===== config.mk =====
export PLATFORM = sky130hd
export DESIGN_NAME = float_sign_unit
export DESIGN_NICKNAME = d
export VERILOG_FILES = /design/src/rtl/float_sign_unit.sv
export SDC_FILE = /design/constraint.sdc
export NUM_CORES = 1
export LEC_CHECK = 0
export CAP_MARGIN = 20
export CORE_UTILIZATION = 22
export DETAILED_ROUTE_END_ITERATION = 10
export PLACE_DENSITY = 0.87
export RECOVER_POWER = 100
export SLEW_MARGIN = 0
export SYNTH_ARGS = -nofsm -noshare
export SYNTH_HDL_FRONTEND = slang
export SYNTH_SLANG_ARGS = --single-unit

===== constraint.sdc =====
create_clock -name clk -period 2.5 [get_ports clk]
set_input_delay 0.75 -clock clk [delete_from_list [all_inputs] [get_ports clk]]
set_output_delay 0.75 -clock clk [all_outputs]
set_load 0.05 [all_outputs]

===== src/rtl/float_sign_unit.sv =====
module float_sign_unit #(
  parameter int          N_EXT  = 2,
  parameter logic [7:0]  OPCODE = 8'd152
) (
  input  logic               clk,
  input  logic               rst_n,
  input  logic               op_valid,
  input  logic [7:0]         op_code,
  input  logic [31:0]        guard,
  input  logic [31:0]        operand,
  input  logic [5*N_EXT-1:0] ext_set,
  input  logic               flag_wr_en,
  input  logic [4:0]         flag_wr_data,
  output logic               dest_we,
  output logic [31:0]        dest_data,
  output logic [4:0]         flags
);
  localparam int FW    = 5;
  localparam int F_INV = 0;
  localparam int F_FTZ = 1;

  logic        unused_guard;
  logic        fire;
  logic [7:0]  expo;
  logic        man_nz, is_nan, is_den, is_zero;
  logic [31:0] result;
  logic [FW-1:0] own_set, ext_or, all_set;

  assign unused_guard = ^guard[31:1];
  assign fire    = op_valid && (op_code == OPCODE) && guard[0];
  assign expo    = operand[30:23];
  assign man_nz  = |operand[22:0];
  assign is_nan  = (expo == 8'hFF) && man_nz;
  assign is_den  = (expo == 8'h00) && man_nz;
  assign is_zero = (expo == 8'h00) && !man_nz;

  assign result = (is_nan || is_den || is_zero) ? 32'h0 :
                  operand[31] ? 32'hFFFF_FFFF : 32'h1;

  always_comb begin
    own_set        = '0;
    own_set[F_INV] = fire && is_nan;
    own_set[F_FTZ] = fire && is_den;
  end

  always_comb begin
    ext_or = '0;
    for (int i = 0; i < N_EXT; i++) ext_or = ext_or | ext_set[i*FW +: FW];
  end

  assign all_set = own_set | ext_or;

  always_ff @(posedge clk or negedge rst_n) begin
    if (!rst_n) begin
      dest_we   <= 1'b0;
      dest_data <= '0;
      flags     <= '0;
    end else begin
      dest_we <= fire;
      if (fire) dest_data <= result;
      flags <= (flag_wr_en ? flag_wr_data : flags) | all_set;
    end
  end


  sign_code_chk: assert property (@(posedge clk) disable iff (!rst_n)
    dest_we |-> (dest_data == 32'h0 || dest_data == 32'h1 || dest_data == 32'hFFFF_FFFF));


  guard_off_chk: assert property (@(posedge clk) disable iff (!rst_n)
    (op_valid && op_code == OPCODE && !guard[0]) |=> (!dest_we && $stable(dest_data)));


  wrong_op_chk: assert property (@(posedge clk) disable iff (!rst_n)
    (op_code != OPCODE) |=> (!dest_we && $stable(dest_data)));


  nan_flag_chk: assert property (@(posedge clk) disable iff (!rst_n)
    (op_valid && op_code == OPCODE && guard[0] && operand[30:23] == 8'hFF && operand[22:0] != 0)
    |=> (flags[F_INV] && dest_data == 32'h0));


  ftz_flag_chk: assert property (@(posedge clk) disable iff (!rst_n)
    (op_valid && op_code == OPCODE && guard[0] && operand[30:23] == 8'h00 && operand[22:0] != 0)
    |=> (flags[F_FTZ] && dest_data == 32'h0));


  sticky_chk: assert property (@(posedge clk) disable iff (!rst_n)
    !flag_wr_en |=> ((flags & $past(flags)) == $past(flags)));


  ext_merge_chk: assert property (@(posedge clk) disable iff (!rst_n)
    (ext_set[FW-1:0] != '0) |=> ((flags & $past(ext_set[FW-1:0])) == $past(ext_set[FW-1:0])));


  wr_load_chk: assert property (@(posedge clk) disable iff (!rst_n)
    (flag_wr_en && !op_valid && ext_set == '0) |=> (flags == $past(flag_wr_data)));
endmodule


==> metrics.md <==
| Metric | Value |
|---|---|
| Max IR drop VDD | `0.000108 V` |
| Post-layout min period | `~2.3 ns` |
| Post-synth net total | `169` |
| R2R depth | `2` |
| Cell family with most CP delay | `buffers and inverters` |
| Mapped Cells | `78` |
| Hold_buf cts | `0` |
| H-tree levels | `1` |
| Sw Ratio | `30.5%` |
| Psw | `about 150 µW` |
| Setup CP Type | `flip-flop to primary output` |
| WP data required | `1.75 ns` |
| Cell area after synthesis | `696 µm²` |
| Sequential Power Share | `28.5%` |
| Share of cells above drive strength 1 | `27.7%` |
| CP Buf/Inv Count | `2` |
| Critical path endpoint category | `primary output` |
| Clk pwr share | `between 10% and 20%` |
| Relative slew slack | `42.1%` |
| Design area | `0.00183 mm²` |
| # setup viols final | `0` |
| DR iter-0 viols | `13` |
| Inserted Clock Buffers | `3` |
| Area of the core | `slightly above 0.003 mm²` |
| DRT antenna net count | `0` |
| Vias per inst | `4.09` |
| DRC viols | `0` |
| Antenna diode count | `0` |
| Post-CTS Repair Setup Buffers | `0` |
| Warnings from Yosys | `0` |
| R2R setup slack | `1.13 ns` |
| Overall Power | `approximately 480 µW` |
| First-pass GRT wire length | `3400 µm` |
| All-Layer GR Usage | `13.0%` |
| CP Data Arrival Time | `between 1.5 and 2 ns` |
| Worst r2r src | `dest_data[30]$_DFFE_PN0P_` |
| Unique masters post-synth | `23` |
| Logic pwr share | `roughly half` |
| RSZ-0062 raised after global routing | `false` |
| CTS tree | `built` |
| Max-Cap Viols | `0` |
| Drt wl/cell | `11.9 µm` |
| Setup_tns | `0 ns` |
| Placed Area | `0.00182 mm²` |
| I/O pin count | `129` |
| Fill cell total of the finished layout | `around 260` |
| Largest net degree at the start of global routing | `33` |
| Worst path max stage delay | `just under 0.7 ns` |
| Die H | `58.2 µm` |
| Number of cells on the critical path | `2` |
| CTS Sinks | `8` |
| CP Capture Point | `dest_data[22]` |
| Worst skew pair latency | `between 0.2 and 0.25 ns` |
| Final hold vios | `0` |
| Internal power | `roughly 330 µW` |
| GP Congestion | `0.636` |
| Initial core utilization | `23.0%` |
| Root buffer cell | `clkbuf_4` |
| Final net count | `between 200 and 250` |
| Layout area overhead | `163%` |
| FF+latch count, synth | `8` |
| Rows | `20` |
| Worst slew pin tran | `a little under 0.9 ns` |
| Critical path, cell by cell | `buf_4 > buf_12` |
| Via count | `786` |
| RR Endpoint | `dest_data[30]$_DFFE_PN0P_` |
| Power Density | `261 mW/mm²` |
| First-pass detailed-route iteration total | `2` |
| Hold Path Class | `flip-flop to flip-flop` |
| Syn_area_per_cell | `8.92 µm²` |
| Crit start category | `flip-flop` |
| Vias in the first global route | `781` |
| Post-synthesis sequential area ratio | `28.8%` |
| Worst path slowest cell | `buf_4` |
| Highest clock rate | `0.441 GHz` |
| Total gr overflow | `0` |
| Die Area | `0.00339 mm²` |
| Routed WL | `approximately 2300 µm` |
| Status | `finished clean` |
| Post-CTS resize count | `0` |
| Die Span X | `slightly below 60 µm` |
| Crit share post-route | `90.7%` |
| Initial antenna violation count | `0` |
| Hold Slack | `0.508 ns` |
| DP Wirelength | `2090 µm` |
| Clock skew | `0 ns` |
| CP max FO | `32` |
| Worst Setup SP | `dest_data[30]$_DFFE_PN0P_` |
| Layout Utilization | `60.3%` |
| I/O Buffers | `97` |
| Worst-path clk slew | `0.06 ns` |
| Final Max Tran Viols | `0` |
| Lkg Pwr | `about 0.0007 µW` |
| Bufs on Longest Clock Path | `2` |
==> worst min-delay path by stage <==
stage,startpoint,to,slack [ns],cells past startpoint
after global placement,flags[3]$_DFF_PN0_,flags[3]$_DFF_PN0_,0.48,2
after global routing,flags[3]$_DFF_PN0_,flags[3]$_DFF_PN0_,0.54,2
after CTS,dest_data[0]$_DFFE_PN0P_,dest_data[0]$_DFFE_PN0P_,0.52,1
after detailed placement,flags[3]$_DFF_PN0_,flags[3]$_DFF_PN0_,0.50,2
final,flags[2]$_DFF_PN0_,flags[2]$_DFF_PN0_,0.51,2
after floorplan,rst_n,dest_data[0]$_DFFE_PN0P_,0.45,0
==> cell usage after synthesis <==
master	n	area share, %
nand2_1	5	2.7
a22o_1	1	1.3
inv_2	1	0.54
clkbuf_1	1	0.54
nand4_1	3	2.7
nor4_2	1	1.8
dfrtp_1	8	29
a2111oi_0	2	2.5
nor2b_1	2	1.8
a22o_2	1	1.4
a21oi_1	1	0.72
o21bai_1	1	1.1
mux2i_1	3	4.3
or2_2	1	0.90
nor4_1	6	5.4
nor2_1	3	1.6
buf_4	30	32
nand4_2	1	1.8
nor4b_2	1	2.2
and4bb_2	1	1.8
and3_1	1	0.90
nor3_1	1	0.72
o21ai_1	3	2.2
==> cell type report <==
| class | instances | area, µm² | share of cell area [%] |
|---|---|---|---|
| clock buffers | 3 | 22.5 | 1.23 |
| inverters | 1 | 3.75 | 0.205 |
| multi-input cells | 38 | 256 | 14.0 |
| flip-flops and latches | 8 | 200 | 11.0 |
| well taps | 44 | 55.1 | 3.01 |
| repair buffers | 98 | 1290 | 70.5 |
==> worst register-to-register path, delay by kind of cell, from the launching register on <==
kind,cells,cell delay (ns)
buf+inv,1,0.69
flops,1,0.33
compound gates,1,0.28
==> cell usage in the layout (no fill, tap or decap), drive strengths merged, types with 2 or more instances in the layout <==
| cell | count |
|---|---|
| dlygate4sd3 | 11 |
| clkbuf | 3 |
| clkdlybuf4s50 | 55 |
| dfrtp | 8 |
| mux2i | 3 |
| nand2 | 5 |
| a2111oi | 2 |
| nor4 | 7 |
| nor2 | 3 |
| o21ai | 3 |
| a22o | 2 |
| buf | 32 |
| nand4 | 4 |
| nor2b | 2 |
==> layer usage <==
metal  GRT usage (%)  wire length, µm  up-vias
met4            4.08                0        0
li1                -                -      390
met3            2.23              178        0
met5               0                0        -
met2            27.3             1340       50
met1            12.6              770      346
==> logic make-up after synthesis <==
family | count (synthesis) | share of synthesized area, %
buffers and inverters | 32 | 33.5
and+or+nand+nor | 26 | 24.3
AOI/OAI and AO/OA | 9 | 9.17
muxes | 3 | 4.32
DFF | 8 | 28.8
==> per-stage QoR <==
stage	setup WS [ns]	cells
6_report	0.233	192
2_1_floorplan	0.351	78
3_5_place_dp	0.252	189
4_1_cts	0.333	192
3_3_place_gp	0.302	189
5_1_grt	0.170	192
==> power groups by stage <==
stage	sequential [µW]	clock, µW	combinational (µW)
final	136	95.0	246
after global routing	136	107	257
after CTS	136	96.4	252
after detailed placement	138	0	252
after global placement	138	0	247
after floorplan	155	0	81.9
==> registers in the layout, indices dropped and copies added (netlist names) <==
| name | flops |
|---|---|
| dest_data | 2 |
| dest_we | 1 |
| flags | 5 |
(Power assumes the default switching activity.)
